$ cat config.mk
export PLATFORM = sky130hd
export DESIGN_NAME = dma_stream_engine
export DESIGN_NICKNAME = d
export VERILOG_FILES = /design/src/rtl/dse_pkg.sv /design/src/rtl/dse_fifo.sv /design/src/rtl/dse_regs.sv /design/src/rtl/dma_stream_engine.sv
export SDC_FILE = /design/constraint.sdc
export NUM_CORES = 1
export LEC_CHECK = 0
export BUFFER_PORTS_ARGS = -buffer_cell sky130_fd_sc_hd__buf_2
export CAP_MARGIN = 0
export CORE_MARGIN = 5
export CORE_UTILIZATION = 28
export CTS_CLUSTER_DIAMETER = 100
export DETAILED_ROUTE_END_ITERATION = 10
export PLACE_DENSITY = 0.42
export SLEW_MARGIN = 25
export SYNTH_ARGS = -nofsm -noshare
export SYNTH_HDL_FRONTEND = slang
export SYNTH_HIERARCHICAL = 1
export SYNTH_SLANG_ARGS = --single-unit
$ cat constraint.sdc
create_clock -name clk -period 3.6 [get_ports clk]
set_input_delay 0.72 -clock clk [delete_from_list [all_inputs] [get_ports clk]]
set_output_delay 0.72 -clock clk [all_outputs]
set_load 0.01 [all_outputs]
$ cat src/rtl/dse_pkg.sv
package dse_pkg;
    typedef enum logic [1:0] {
        DIR_P2M = 2'd0,
        DIR_M2P = 2'd1,
        DIR_M2M = 2'd2,
        DIR_BAD = 2'd3
    } dir_e;

    typedef enum logic [1:0] {
        ST_IDLE  = 2'd0,
        ST_LOAD  = 2'd1,
        ST_STORE = 2'd2
    } state_e;

    localparam logic [1:0] SEL_MADDR = 2'd0;
    localparam logic [1:0] SEL_PADDR = 2'd1;
    localparam logic [1:0] SEL_COUNT = 2'd2;
    localparam logic [1:0] SEL_CTRL  = 2'd3;

    localparam int unsigned CB_EN   = 0;
    localparam int unsigned CB_DIR  = 1;
    localparam int unsigned CB_MINC = 3;
    localparam int unsigned CB_PINC = 4;
    localparam int unsigned CB_CIRC = 5;
    localparam int unsigned CB_CLR  = 8;
endpackage

$ cat src/rtl/dse_fifo.sv
module dse_fifo #(
    parameter int unsigned DATA_W = 32,
    parameter int unsigned DEPTH  = 4,
    localparam int unsigned PTR_W = (DEPTH > 1) ? $clog2(DEPTH) : 1,
    localparam int unsigned CNT_W = $clog2(DEPTH + 1)
) (
    input  logic              clk,
    input  logic              rst_n,
    input  logic              flush,
    input  logic              push,
    input  logic [DATA_W-1:0] push_data,
    input  logic              pop,
    output logic [DATA_W-1:0] head,
    output logic [CNT_W-1:0]  count,
    output logic              full,
    output logic              empty
);
    typedef struct packed {
        logic [DEPTH-1:0][DATA_W-1:0] slot;
        logic [PTR_W-1:0]             wp;
        logic [PTR_W-1:0]             rp;
        logic [CNT_W-1:0]             cnt;
    } fifo_t;

    fifo_t q_q, q_d;

    function automatic logic [PTR_W-1:0] bump(input logic [PTR_W-1:0] p);
        if (p == PTR_W'(DEPTH - 1)) return '0;
        return p + 1'b1;
    endfunction

    always_comb begin
        q_d = q_q;
        if (flush) begin
            q_d.wp  = '0;
            q_d.rp  = '0;
            q_d.cnt = '0;
        end else begin
            if (push) begin
                q_d.slot[q_q.wp] = push_data;
                q_d.wp           = bump(q_q.wp);
            end
            if (pop) q_d.rp = bump(q_q.rp);
            case ({push, pop})
                2'b10:   q_d.cnt = q_q.cnt + 1'b1;
                2'b01:   q_d.cnt = q_q.cnt - 1'b1;
                default: q_d.cnt = q_q.cnt;
            endcase
        end
    end

    always_ff @(posedge clk or negedge rst_n) begin
        if (!rst_n) q_q <= '0;
        else        q_q <= q_d;
    end

    assign head  = q_q.slot[q_q.rp];
    assign count = q_q.cnt;
    assign full  = (q_q.cnt == CNT_W'(DEPTH));
    assign empty = (q_q.cnt == '0);

    assert_no_overflow_R3: assert property (@(posedge clk) disable iff (!rst_n)
        !(push && full && !pop));
    assert_no_underflow_R2: assert property (@(posedge clk) disable iff (!rst_n)
        !(pop && empty));
endmodule

$ cat src/rtl/dse_regs.sv
module dse_regs
    import dse_pkg::*;
#(
    parameter int unsigned ADDR_W = 32,
    parameter int unsigned CNT_W  = 16,
    parameter int unsigned STEP   = 4
) (
    input  logic              clk,
    input  logic              rst_n,
    input  logic              wr_en,
    input  logic [1:0]        wr_sel,
    input  logic [ADDR_W-1:0] wr_data,
    input  logic              busy,
    input  logic              src_done,
    input  logic              dst_done,
    output logic              en,
    output dir_e              dir,
    output logic [ADDR_W-1:0] maddr,
    output logic [ADDR_W-1:0] paddr,
    output logic [CNT_W-1:0]  count,
    output logic              done
);
    typedef struct packed {
        logic              en;
        dir_e              dir;
        logic              minc;
        logic              pinc;
        logic              circ;
        logic              done;
        logic [ADDR_W-1:0] maddr;
        logic [ADDR_W-1:0] paddr;
        logic [CNT_W-1:0]  count;
        logic [ADDR_W-1:0] maddr0;
        logic [ADDR_W-1:0] paddr0;
        logic [CNT_W-1:0]  count0;
    } regs_t;

    regs_t r_q, r_d;
    logic  locked, is_m2p, mem_step, per_step;
    dir_e  new_dir;

    assign locked   = r_q.en || busy;
    assign is_m2p   = (r_q.dir == DIR_M2P);
    assign mem_step = is_m2p ? src_done : dst_done;
    assign per_step = is_m2p ? dst_done : src_done;
    assign new_dir  = dir_e'(wr_data[CB_DIR+1:CB_DIR]);

    always_comb begin
        r_d = r_q;
        if (wr_en && !locked) begin
            unique case (wr_sel)
                SEL_MADDR: begin r_d.maddr = wr_data; r_d.maddr0 = wr_data; end
                SEL_PADDR: begin r_d.paddr = wr_data; r_d.paddr0 = wr_data; end
                SEL_COUNT: begin
                    r_d.count  = wr_data[CNT_W-1:0];
                    r_d.count0 = wr_data[CNT_W-1:0];
                end
                default: begin
                    r_d.dir  = new_dir;
                    r_d.minc = wr_data[CB_MINC];
                    r_d.pinc = wr_data[CB_PINC];
                    r_d.circ = wr_data[CB_CIRC];
                    r_d.en   = wr_data[CB_EN] && (r_q.count != '0) && (new_dir != DIR_BAD)
                               && !(new_dir == DIR_M2M && wr_data[CB_CIRC]);
                end
            endcase
        end else if (wr_en && wr_sel == SEL_CTRL && r_q.en) begin
            r_d.en = wr_data[CB_EN];
        end
        if (wr_en && wr_sel == SEL_CTRL && wr_data[CB_CLR]) r_d.done = 1'b0;

        if (mem_step && r_q.minc) r_d.maddr = r_q.maddr + ADDR_W'(STEP);
        if (per_step && r_q.pinc) r_d.paddr = r_q.paddr + ADDR_W'(STEP);
        if (dst_done) begin
            if (r_q.count == CNT_W'(1)) begin
                r_d.done = 1'b1;
                if (r_q.circ) begin
                    r_d.count = r_q.count0;
                    r_d.maddr = r_q.maddr0;
                    r_d.paddr = r_q.paddr0;
                end else begin
                    r_d.count = '0;
                    r_d.en    = 1'b0;
                end
            end else begin
                r_d.count = r_q.count - 1'b1;
            end
        end
    end

    always_ff @(posedge clk or negedge rst_n) begin
        if (!rst_n) r_q <= '0;
        else        r_q <= r_d;
    end

    assign en    = r_q.en;
    assign dir   = r_q.dir;
    assign maddr = r_q.maddr;
    assign paddr = r_q.paddr;
    assign count = r_q.count;
    assign done  = r_q.done;

    assert_count_step_R6: assert property (@(posedge clk) disable iff (!rst_n)
        dst_done && r_q.count > CNT_W'(1) |=> r_q.count == $past(r_q.count) - CNT_W'(1));
    assert_no_m2m_circ_R8: assert property (@(posedge clk) disable iff (!rst_n)
        r_q.en |-> !(r_q.dir == DIR_M2M && r_q.circ) && r_q.dir != DIR_BAD);
    assert_locked_regs_R9: assert property (@(posedge clk) disable iff (!rst_n)
        r_q.en && wr_en && wr_sel != SEL_CTRL && !src_done && !dst_done
        |=> $stable(r_q.maddr) && $stable(r_q.paddr) && $stable(r_q.count));
endmodule

$ cat src/rtl/dma_stream_engine.sv
module dma_stream_engine
    import dse_pkg::*;
#(
    parameter int unsigned ADDR_W     = 32,
    parameter int unsigned DATA_W     = 32,
    parameter int unsigned CNT_W      = 16,
    parameter int unsigned FIFO_DEPTH = 4,
    localparam int unsigned FC_W      = $clog2(FIFO_DEPTH + 1),
    localparam int unsigned STEP      = DATA_W / 8
) (
    input  logic              clk,
    input  logic              rst_n,
    input  logic              cfg_we,
    input  logic [1:0]        cfg_sel,
    input  logic [ADDR_W-1:0] cfg_wdata,
    input  logic              per_dreq,
    output logic              mem_req,
    output logic              mem_we,
    output logic [ADDR_W-1:0] mem_addr,
    output logic [DATA_W-1:0] mem_wdata,
    input  logic              mem_ready,
    input  logic [DATA_W-1:0] mem_rdata,
    output logic              per_req,
    output logic              per_we,
    output logic [ADDR_W-1:0] per_addr,
    output logic [DATA_W-1:0] per_wdata,
    input  logic              per_ready,
    input  logic [DATA_W-1:0] per_rdata,
    output logic              stream_en,
    output logic [CNT_W-1:0]  remaining,
    output logic [ADDR_W-1:0] cur_maddr,
    output logic [ADDR_W-1:0] cur_paddr,
    output logic              irq
);
    typedef struct packed {
        state_e st;
    } fsm_t;

    fsm_t fsm_q, fsm_d;

    logic              en, done, flush, load_done, store_done;
    dir_e              dir;
    logic [ADDR_W-1:0] maddr, paddr;
    logic [CNT_W-1:0]  count;
    logic [DATA_W-1:0] f_head;
    logic [FC_W-1:0]   f_cnt;
    logic              f_full, f_empty;
    logic              is_m2p, is_m2m, load_ok, src_ready, dst_ready;

    dse_regs #(.ADDR_W(ADDR_W), .CNT_W(CNT_W), .STEP(STEP)) u_regs (
        .clk(clk), .rst_n(rst_n),
        .wr_en(cfg_we), .wr_sel(cfg_sel), .wr_data(cfg_wdata),
        .busy(fsm_q.st != ST_IDLE),
        .src_done(load_done), .dst_done(store_done),
        .en(en), .dir(dir), .maddr(maddr), .paddr(paddr),
        .count(count), .done(done)
    );

    dse_fifo #(.DATA_W(DATA_W), .DEPTH(FIFO_DEPTH)) u_fifo (
        .clk(clk), .rst_n(rst_n), .flush(flush),
        .push(load_done), .push_data(is_m2p ? mem_rdata : per_rdata),
        .pop(store_done), .head(f_head), .count(f_cnt),
        .full(f_full), .empty(f_empty)
    );

    assign is_m2p    = (dir == DIR_M2P);
    assign is_m2m    = (dir == DIR_M2M);
    assign src_ready = is_m2p ? mem_ready : per_ready;
    assign dst_ready = is_m2p ? per_ready : mem_ready;
    assign load_ok   = !f_full && (CNT_W'(f_cnt) < count)
                       && (is_m2p || (f_empty && (is_m2m || per_dreq)));

    always_comb begin
        fsm_d      = fsm_q;
        flush      = 1'b0;
        load_done  = 1'b0;
        store_done = 1'b0;
        unique case (fsm_q.st)
            ST_IDLE: begin
                if (!en)                                  flush = 1'b1;
                else if (is_m2p && per_dreq && !f_empty) fsm_d.st = ST_STORE;
                else if (load_ok)                         fsm_d.st = ST_LOAD;
            end
            ST_LOAD: begin
                load_done = src_ready;
                if (src_ready) fsm_d.st = is_m2p ? ST_IDLE : ST_STORE;
            end
            ST_STORE: begin
                store_done = dst_ready;
                if (dst_ready) fsm_d.st = ST_IDLE;
            end
            default: fsm_d.st = ST_IDLE;
        endcase
    end

    always_ff @(posedge clk or negedge rst_n) begin
        if (!rst_n) fsm_q <= '{st: ST_IDLE};
        else        fsm_q <= fsm_d;
    end

    assign mem_req   = (fsm_q.st == ST_LOAD && is_m2p) || (fsm_q.st == ST_STORE && !is_m2p);
    assign per_req   = (fsm_q.st == ST_LOAD && !is_m2p) || (fsm_q.st == ST_STORE && is_m2p);
    assign mem_we    = (fsm_q.st == ST_STORE);
    assign per_we    = (fsm_q.st == ST_STORE);
    assign mem_addr  = maddr;
    assign per_addr  = paddr;
    assign mem_wdata = f_head;
    assign per_wdata = f_head;

    assign stream_en = en;
    assign remaining = count;
    assign cur_maddr = maddr;
    assign cur_paddr = paddr;
    assign irq       = done;

    assert_mem_hold_R2: assert property (@(posedge clk) disable iff (!rst_n)
        mem_req && !mem_ready |=> mem_req && $stable(mem_addr) && $stable(mem_we));
    assert_per_hold_R3: assert property (@(posedge clk) disable iff (!rst_n)
        per_req && !per_ready |=> per_req && $stable(per_addr) && $stable(per_we));
endmodule

==> impl_metrics.ini, run 1 <==
[setup_path]
worst-r2r-cell-count = 5
cp-end-kind = flop
crit_fanout = 10
required_ns = 4.05
startpoint_type = flop
crit_type = flop to flop
timing.rr.start = u_regs/count[3]
r2r-end = u_regs/maddr[6]
r2r_slack_ns = 0.68
worstPathArrival_ns = 3.37

[die]
ios = 318
core_um2 = 60360
rows = 90
die_w_um = 257.1
dieHeight_um = 257.1
dieArea_um2 = 66080
initial_core_util_pct = 28.31

[place]
gp_congestion = 0.8043
io_buffer_count = 317
dp.cells = 2569
hpwl_um = 36650

[synthesis]
synth.most_common_cell = nand2_1
ys_async_sr_fraction_pct = 100.0
synthCells = 1706
ys.flop_type = dfrtp_1
synth_cell_types = 78
ys_warn_count = 6
yosys-top-cells-area = dfrtp_1 45%, nand2_1 9.0%, buf_4 8.2%
synthTopCellsByCount = 408 x nand2_1, 304 x dfrtp_1, 187 x buf_4
synth_seq_cells = 304
ys_seq_area_share_pct = 44.51
syn_nets = 1823
syn_area_um2 = 17090
synth_edf_count = 0
synth_top_area_share_pct = 44.51
syn_area_per_cell_um2 = 10.02
post-synth-top-area-cell = dfrtp_1

[timing]
slew_headroom_pct = 42.22
finalSetupViolations = 0
finalCriticalPeriod_ns = 2.924
drv_slew = 0
worst_pin_slew_ns = 0.8642
rsz0062_at_grt = no
tns_ns = 0
fin_crit_sh_pct = 81.23
clock_skew_ns = 0.01107
hold_violations = 0
fmax_mhz = 342.0

[grt]
grt_max_degree = 79
grt-ovfl-total = 0
grt_pass1_wl_um = 82510
antenna_found_initial = 2
grtUsageTotal_pct = 15.81
grt_pass1_vias = 13140

[cts]
clockBufferDepth = 3
ctsRootBufferMaster = clkbuf_16
cts_resized = 0
clk_pin_slew_ns = 0.06
cts_setup_buffers = 0
clock_sinks = 304
insertion_delay_ns = 0.57
hold_buffers = 0
cts_tree = built
numCtsBuffers = 40
cts.htree.levels = 2

[cells_and_area]
syn_to_final_growth_pct = 14.57
drive_above_1_share_pct = 32.81
diodes = 0
layout.cells.non_filler = 2638
nets = 1946

[route]
drtIter0Drc = 814
drc = 0
route.vias.total = 12835
postRouteAntennaNets = 0
viasPerCell = 4.865
drt-total-wl_um = 53610
wl_per_cell_um = 20.32
drt_first_pass_iters = 5

[pwr]
leakage_nw = 9.573
total_power_mw = 16.06
peakVddDrop_mv = 0.3586
cellPowerDensity_nw_per_um2 = 820.0

[worst_hold_path]
hp-class = primary input to asynchronous set/reset pin

[flow_run]
cap_violations = 0

[run_status]
status = complete, no violations
cells in the final DEF (no fill, tap or decap), types with 17 or more instances in the layout:
| cell | n |
|---|---|
| dfrtp_1 | 303 |
| nor2_1 | 66 |
| mux2_2 | 71 |
| inv_1 | 17 |
| mux4_2 | 32 |
| a21oi_1 | 44 |
| mux2_4 | 63 |
| buf_2 | 316 |
| clkbuf_16 | 40 |
| nor3_1 | 22 |
| a21o_1 | 20 |
| nand4_1 | 24 |
| o221ai_1 | 18 |
| nand3_1 | 47 |
| buf_4 | 28 |
| o21ai_0 | 66 |
| nand2_1 | 408 |
kinds of logic (layout without fill, tap and decap cells):
family | Yosys count | after routing | share of synthesized area, %
AOI/OAI and AO/OA | 249 | 249 | 9.583
xor gates and xnor gates | 21 | 21 | 1.076
adders and majority gates | 13 | 13 | 0.9957
buffers and inverters | 289 | 439 | 11.30
DFF | 304 | 304 | 44.51
muxes | 179 | 179 | 15.19
and+or+nand+nor | 651 | 651 | 17.34
metrics by stage:
step	setup slack (ns)	hold WS, ns	utilization, %	instance area [um^2]
2_1_floorplan	0.9381	0.4244	-	17090
3_3_place_gp	0.6254	0.4580	30.14	18190
3_5_place_dp	0.6066	0.4615	30.14	18190
4_1_cts	0.6590	0.1860	32.44	19580
5_1_grt	0.5137	0.2256	32.44	19580
6_report	0.6757	0.1770	32.44	19580
metal layers:
metal	vias up	share of wire (%)	track usage [%]
li1	6015	-	-
met1	6408	44	21.35
met2	352	49	26.87
met3	60	4.9	2.353
met4	0	2.0	3.803
met5	-	0	0
where the power goes:
group          total (mW)  switching [mW]  internal, mW
Sequential           6.01            1.40          4.62
Clock                4.23            1.64          2.59
Combinational        5.81            3.19          2.61
Total                16.1            6.23          9.82
flip-flops by register name, indices dropped and copies added, names as in the netlist:
register / count
u_fifo/q_q: 132
u_regs/r_q: 83
u_regs/maddr: 32
u_regs/paddr: 32
u_regs/count: 16
u_fifo/count: 3
fsm_q: 2
u_regs/dir: 2
u_regs/done: 1
u_regs/en: 1
cell type report:
type	instances	area [um^2]
sequential	304	7609
multi-input combinational	1113	7572
clock inverter	13	249.0
clock buffer	56	1141
tap	782	978.4
fill	6226	40780
inverter	17	63.81
timing repair buffer	353	1967
worst max-delay path, cell delays in order, from the launching register on:
cell and delay, ns:
dfrtp_1 0.50, nor4_4 0.50, nand2_1 0.26, nor3_4 0.32
nand3_1 0.68, mux2_2 0.53
worst max path at each step:
stage	start	slack [ns]	to	cells past startpoint
floorplan	u_regs/dir[0]	0.94	u_regs/paddr[27]	12
CTS	fsm_q[0]	0.66	u_regs/paddr[8]	8
detailed placement	per_ready	0.61	u_regs/paddr[16]	11
finish	u_regs/count[3]	0.68	u_regs/maddr[6]	5
global placement	cfg_we	0.63	u_regs/paddr[8]	8
global route	fsm_q[0]	0.51	u_regs/paddr[8]	8
(Power assumes the default switching activity.)
==> inputs of run 2 (changes only) <==
==> constraint.sdc (replaced) <==
create_clock -name clk -period 3 [get_ports clk]
set_input_delay 0.6 -clock clk [delete_from_list [all_inputs] [get_ports clk]]
set_output_delay 0.6 -clock clk [all_outputs]
set_load 0.01 [all_outputs]
==> run 2 against run 1 <==
Combinational power up 23%. Maximum frequency increased by 8.2%. Flip-flop and latch count is the same. Final area increased by 1.4%. Power rose by 20%. Final cell count is 1.1% higher. Sequential share of layout area decreased by 0.54 points. Clock power up 18%. Non-clock buffer count is 21 higher. Register-to-register slack worse by 0.38 ns. Utilization grew 0.46 points. Clock skew is 0.015 ns higher. Critical path type unchanged.
==> impl_metrics.ini, run 2 (synthesis gave the netlist of run 1 again) <==
[route]
wl_per_cell_um = 19.79
drt_first_pass_iters = 5
viasPerCell = 4.850
drt-total-wl_um = 52760
postRouteAntennaNets = 0
route.vias.total = 12931
drtIter0Drc = 804
drc = 0

[die]
dieHeight_um = 257.1
dieArea_um2 = 66080
ios = 318
rows = 90
die_w_um = 257.1
core_um2 = 60360
initial_core_util_pct = 28.31

[timing]
finalSetupViolations = 0
finalCriticalPeriod_ns = 2.703
fin_crit_sh_pct = 90.11
worst_pin_slew_ns = 0.7179
rsz0062_at_grt = no
drv_slew = 0
hold_violations = 0
fmax_mhz = 369.9
slew_headroom_pct = 51.70
tns_ns = 0
clock_skew_ns = 0.02567

[pwr]
total_power_mw = 19.28
peakVddDrop_mv = 0.4334
cellPowerDensity_nw_per_um2 = 971.1
leakage_nw = 9.708

[setup_path]
path_delay_family = simple AND/OR/NAND/NOR gates
critPathBufInv = 1
required_ns = 3.48
crit_type = flop to flop
crit_top_cell = nand2_1
worst-r2r-cell-count = 11
crit_fanout = 18
startpoint_type = flop
timing.rr.start = u_regs/dir[1]
cp_cell_sequence = nand2b_1 > nand2_1 > a21boi_1 > nor2_1 > nand2_1 > mux2i_1 > buf_12 > nand4_1 > o31a_1 > a211o_1 > o21ai_0
slowest_stage = dfrtp_1
r2r_slack_ns = 0.30
cp_slowest_stage_delay_ns = 0.43
r2r-end = u_regs/paddr[27]
cp-end-kind = flop
worstPathArrival_ns = 3.18

[cells_and_area]
layout_commonest_cell = nand2_1
final_cell_mix = 408 x nand2_1, 316 x buf_2, 303 x dfrtp_1
largest-register = u_fifo/q_q
fillers = 6217
largest_reg_flops = 132
drive_above_1_share_pct = 33.56
reg.largest.list = u_fifo/q_q x132, u_regs/r_q x83
syn_to_final_growth_pct = 16.19
nets = 1968

[cts]
cts_setup_buffers = 0
cts.htree.levels = 2
cts_resized = 0
clock_sinks = 304
clk_pin_slew_ns = 0.06
clockBufferDepth = 3
cts_tree = built
numCtsBuffers = 41
insertion_delay_ns = 0.57
ctsRootBufferMaster = clkbuf_16

[place]
hpwl_um = 36940
gp_congestion = 0.7766
io_buffer_count = 317

[grt]
grtUsageTotal_pct = 15.55
grt_pass1_vias = 13323
grt-ovfl-total = 0
antenna_found_initial = 3
grt_pass1_wl_um = 82110
grt_max_degree = 85

[run_status]
status = complete, no violations

[worst_hold_path]
hp-class = primary input to flop
worstHoldStart = cfg_wdata[26]
hold_end = u_regs/r_q[42]
worstHoldPathCells = 3

[flow_run]
cap_violations = 0
-- run 2: through the flow --
step                      area, um^2  util [%]  hold WS [ns]  worst slack (ns)  cells
final                          19860     32.90        0.3184            0.2968   2666
after CTS                      19850     32.89        0.2860            0.2947   2665
after detailed placement       18450     30.57        0.4586            0.2057   2589
after global placement         18450     30.57        0.4588            0.2152   2589
after global routing           19850     32.89        0.3041           0.05710   2665
after floorplan                17090         -        0.3044            0.3381   1706
-- run 2: cell type report --
class                   count  area, um^2  area share, %
repair buffers            374        2240          11.28
clock buffers              62        1216          6.125
diodes                      1       2.502        0.01260
well taps                 782       978.4          4.928
flip-flops and latches    304        7609          38.32
inverters                  17       63.81         0.3214
clock inverters            13       175.2         0.8822
multi-input cells        1113        7572          38.13
-- run 2: how the worst max path moves through the flow --
| stage | from | endpoint | slack, ns | depth (start not counted) |
|---|---|---|---|---|
| finish | u_regs/dir[1] | u_regs/paddr[27] | 0.30 | 11 |
| global placement | per_ready | u_regs/paddr[27] | 0.22 | 11 |
| global route | u_regs/dir[1] | u_regs/paddr[27] | 0.06 | 11 |
| floorplan | u_regs/dir[0] | u_regs/paddr[27] | 0.34 | 12 |
| CTS | u_regs/dir[1] | u_regs/paddr[27] | 0.29 | 11 |
| detailed placement | per_ready | u_regs/paddr[27] | 0.21 | 11 |
-- run 2: tightest hold or removal path, delay by kind of cell --
kind	cells	cell delay [ns]
buffers and inverters	1	0.14
AND/OR/NAND/NOR	2	0.10
-- run 2: routing by layer --
metal	wire [um]	up-vias	global-route usage, %
met4	1391	4	4.861
met5	25	-	0
met3	2389	69	2.353
met1	23760	6476	21.13
met2	25200	332	25.71
li1	-	6050	-
-- run 2: power by group --
part	total, mW	internal [mW]	switching (mW)
logic	7.15	3.22	3.93
registers	7.12	5.54	1.58
clock network	5.01	3.07	1.93
total	19.3	11.8	7.45
-- run 2: what timing repair did --
| action | CTS | global route |
|---|---|---|
| endpoints found under the setup margin | 0 | 0 |
| endpoints found under the hold margin | 30 | 0 |
| hold buffers | 1 | 0 |
==> inputs of run 3 (changes only) <==
--- a/config.mk
+++ b/config.mk
@@ -5,6 +5,7 @@
 export SDC_FILE = /design/constraint.sdc
 export NUM_CORES = 1
 export LEC_CHECK = 0
+export ABC_AREA = 1
 export BUFFER_PORTS_ARGS = -buffer_cell sky130_fd_sc_hd__buf_2
 export CAP_MARGIN = 0
 export CORE_MARGIN = 5
==> run 3 against run 2 <==
Register-to-register slack better by 0.30 ns. Worst hold slack worse by 0.033 ns. Sequential power up 2%. Non-clock buffer count down 21. First-iteration DRC count up 29%. Worst setup slack worse by 0.10 ns. Largest power group unchanged. Synthesized cell count up 51%. Synthesized area up 7.7%. Critical path type is now flop to primary output. Clock skew down 0.0035 ns. Via count up 28%.
==> impl_metrics.ini, run 3 <==
[grt]
grt-ovfl-total = 0
grtUsageTotal_pct = 16.66
grt_pass1_vias = 15995
grt_pass1_wl_um = 93600
antenna_found_initial = 2
grt_max_degree = 67

[setup_path]
path_delay_family = buffers and inverters
slowest_stage = buf_4
startpoint_type = flop
worstPathArrival_ns = 2.21
critPathBufInv = 3
crit_fanout = 43
cp-end-kind = primary output
cp_cell_sequence = inv_2 > buf_4 > o21ai_0 > o22ai_1 > buf_2
cp_slowest_stage_delay_ns = 0.43
required_ns = 2.40
crit_type = flop to primary output
r2r_slack_ns = 0.60

[place]
dp.cells = 3503
hpwl_um = 42320
gp_congestion = 0.8595
io_buffer_count = 317

[cells_and_area]
drive_above_1_share_pct = 18.20
syn_to_final_growth_pct = 12.39
layout.cells.non_filler = 3575
reg.largest.list = u_fifo/q_q x132, u_regs/r_q x83
largest-register = u_fifo/q_q
largest_reg_flops = 132
layout_commonest_cell = nand2_1
final_cell_mix = 951 x nand2_1, 316 x buf_2, 303 x dfrtp_1
nets = 2798

[die]
initial_core_util_pct = 28.09
rows = 94
ios = 318
dieArea_um2 = 70960
die_w_um = 266.4
core_um2 = 65510
dieHeight_um = 266.4

[pwr]
peakVddDrop_mv = 0.3271
leakage_nw = 10.83
cellPowerDensity_nw_per_um2 = 982.2

[synthesis]
synthTopCellsByCount = 951 x nand2_1, 304 x dfrtp_1, 249 x nor2_1
synth_cell_types = 36
ys_warn_count = 6
synth_compound_area_share_pct = 12.73
synth-simple-area-share_pct = 28.78
ys_seq_area_share_pct = 41.34
yosys-top-cells-area = dfrtp_1 41%, nand2_1 19%, buf_4 7.6%
ys_async_sr_fraction_pct = 100.0
synth_seq_cells = 304
synthXorXnorAreaFrac_pct = 0.5711
syn_nets = 2692
synth_top_area_share_pct = 41.34
synth_top_family_by_area = simple AND/OR/NAND/NOR gates
synth_adder_area_share_pct = 0.9246
ys.flop_type = dfrtp_1
post-synth-top-area-cell = dfrtp_1
syn_area_per_cell_um2 = 7.147
syn_area_um2 = 18400
muxShareOfSynthArea_pct = 0
synth_edf_count = 0
synthCells = 2575
synth.most_common_cell = nand2_1

[timing]
hold_violations = 0
slew_headroom_pct = 42.07
finalCriticalPeriod_ns = 2.808
fmax_mhz = 356.1
finalSetupViolations = 0
tns_ns = 0
drv_slew = 0
clock_skew_ns = 0.02221
rsz0062_at_grt = no
fin_crit_sh_pct = 93.60
worst_pin_slew_ns = 0.8689

[route]
wl_per_cell_um = 17.01
drt-total-wl_um = 60830
drtIter0Drc = 1034
viasPerCell = 4.612
drt_first_pass_iters = 5
drc = 0
route.vias.total = 16489
postRouteAntennaNets = 0

[cts]
hold_buffers = 1
clock_sinks = 304
ctsRootBufferMaster = clkbuf_16
numCtsBuffers = 39
cts_tree = built
clk_pin_slew_ns = 0.06
cts_resized = 0
clockBufferDepth = 3
cts.htree.levels = 2
cts_setup_buffers = 0
insertion_delay_ns = 0.56

[flow_run]
cap_violations = 0

[worst_hold_path]
hp-class = primary input to flop

[run_status]
status = complete, no violations
==> run 3: cell types whose count changed in the layout (fill, tap and decap cells not counted), sizes merged, moves of 32 or more <==
cell / previous run / this run
inv: 19 / 210
mux2: 134 / 0
mux4: 32 / 0
nand2: 412 / 960
nand3: 47 / 101
nor2: 66 / 259
o21ai: 74 / 309
==> run 3: where the power goes <==
| part | leakage, nW | switching [mW] | internal (mW) |
|---|---|---|---|
| clock network | 0.622 | 1.90 | 2.87 |
| registers | 3.93 | 1.67 | 5.60 |
| logic | 6.28 | 5.26 | 3.02 |
==> run 3: tightest hold or removal path: cells and delay by family <==
family	cells	cell delay, ns
buffers and inverters	1	0.09
and+or+nand+nor	2	0.12
==> run 3: stage by stage <==
step           worst slack [ns]  hold slack [ns]  area [um^2]  total power [mW]  utilization (%)
2_1_floorplan            0.6940           0.3044        18400             13.82                -
3_3_place_gp             0.4417           0.4542        19380             15.63            29.58
3_5_place_dp             0.4592           0.4573        19380             15.76            29.58
4_1_cts                  0.1091           0.2504        20680             20.73            31.57
5_1_grt                 0.02857           0.2965        20680             22.06            31.57
6_report                 0.1920           0.2857        20680             20.32            31.57
==> run 3: final timing paths <==
| path | start | endpoint | cells after the start |
|---|---|---|---|
| worst min register to register | u_regs/r_q[70] | u_regs/r_q[70] | 2 |
| min in group asynchronous | rst_n | u_fifo/q_q[103] | 2 |
| worst max register to register | u_regs/dir[0] | u_regs/maddr[12] | 13 |
| max in group asynchronous | rst_n | u_regs/r_q[73] | 3 |
| worst max-delay path | u_fifo/q_q[3] | per_wdata[30] | 5 |
| worst min-delay path | cfg_wdata[31] | u_regs/r_q[79] | 3 |
==> run 3: kinds of logic (layout without fill, tap and decap cells) <==
kind of cell	Yosys count	count (layout)
flops	304	304
fa+ha+maj	13	13
buf+inv	498	632
compound gates	411	411
other cells	0	2
xor+xnor	12	12
simple gates	1337	1337
==> run 3: final cells by class <==
cell class / count / area, um^2
clock buffer: 61 / 1180
multi-input combinational: 1773 / 7939
fill: 7190 / 44830
timing repair buffer: 353 / 1969
clock inverter: 8 / 112.6
antenna: 2 / 5.005
tap: 864 / 1081
inverter: 210 / 788.3
sequential: 304 / 7609
==> run 3: layer usage <==
metal | part of all wire, % | global-route usage (%) | vias up
met1 | 44 | 21.99 | 7748
met2 | 47 | 28.06 | 471
li1 | - | - | 8172
met4 | 3.1 | 5.259 | 0
met3 | 5.6 | 2.756 | 98
met5 | 0 | 0 | -
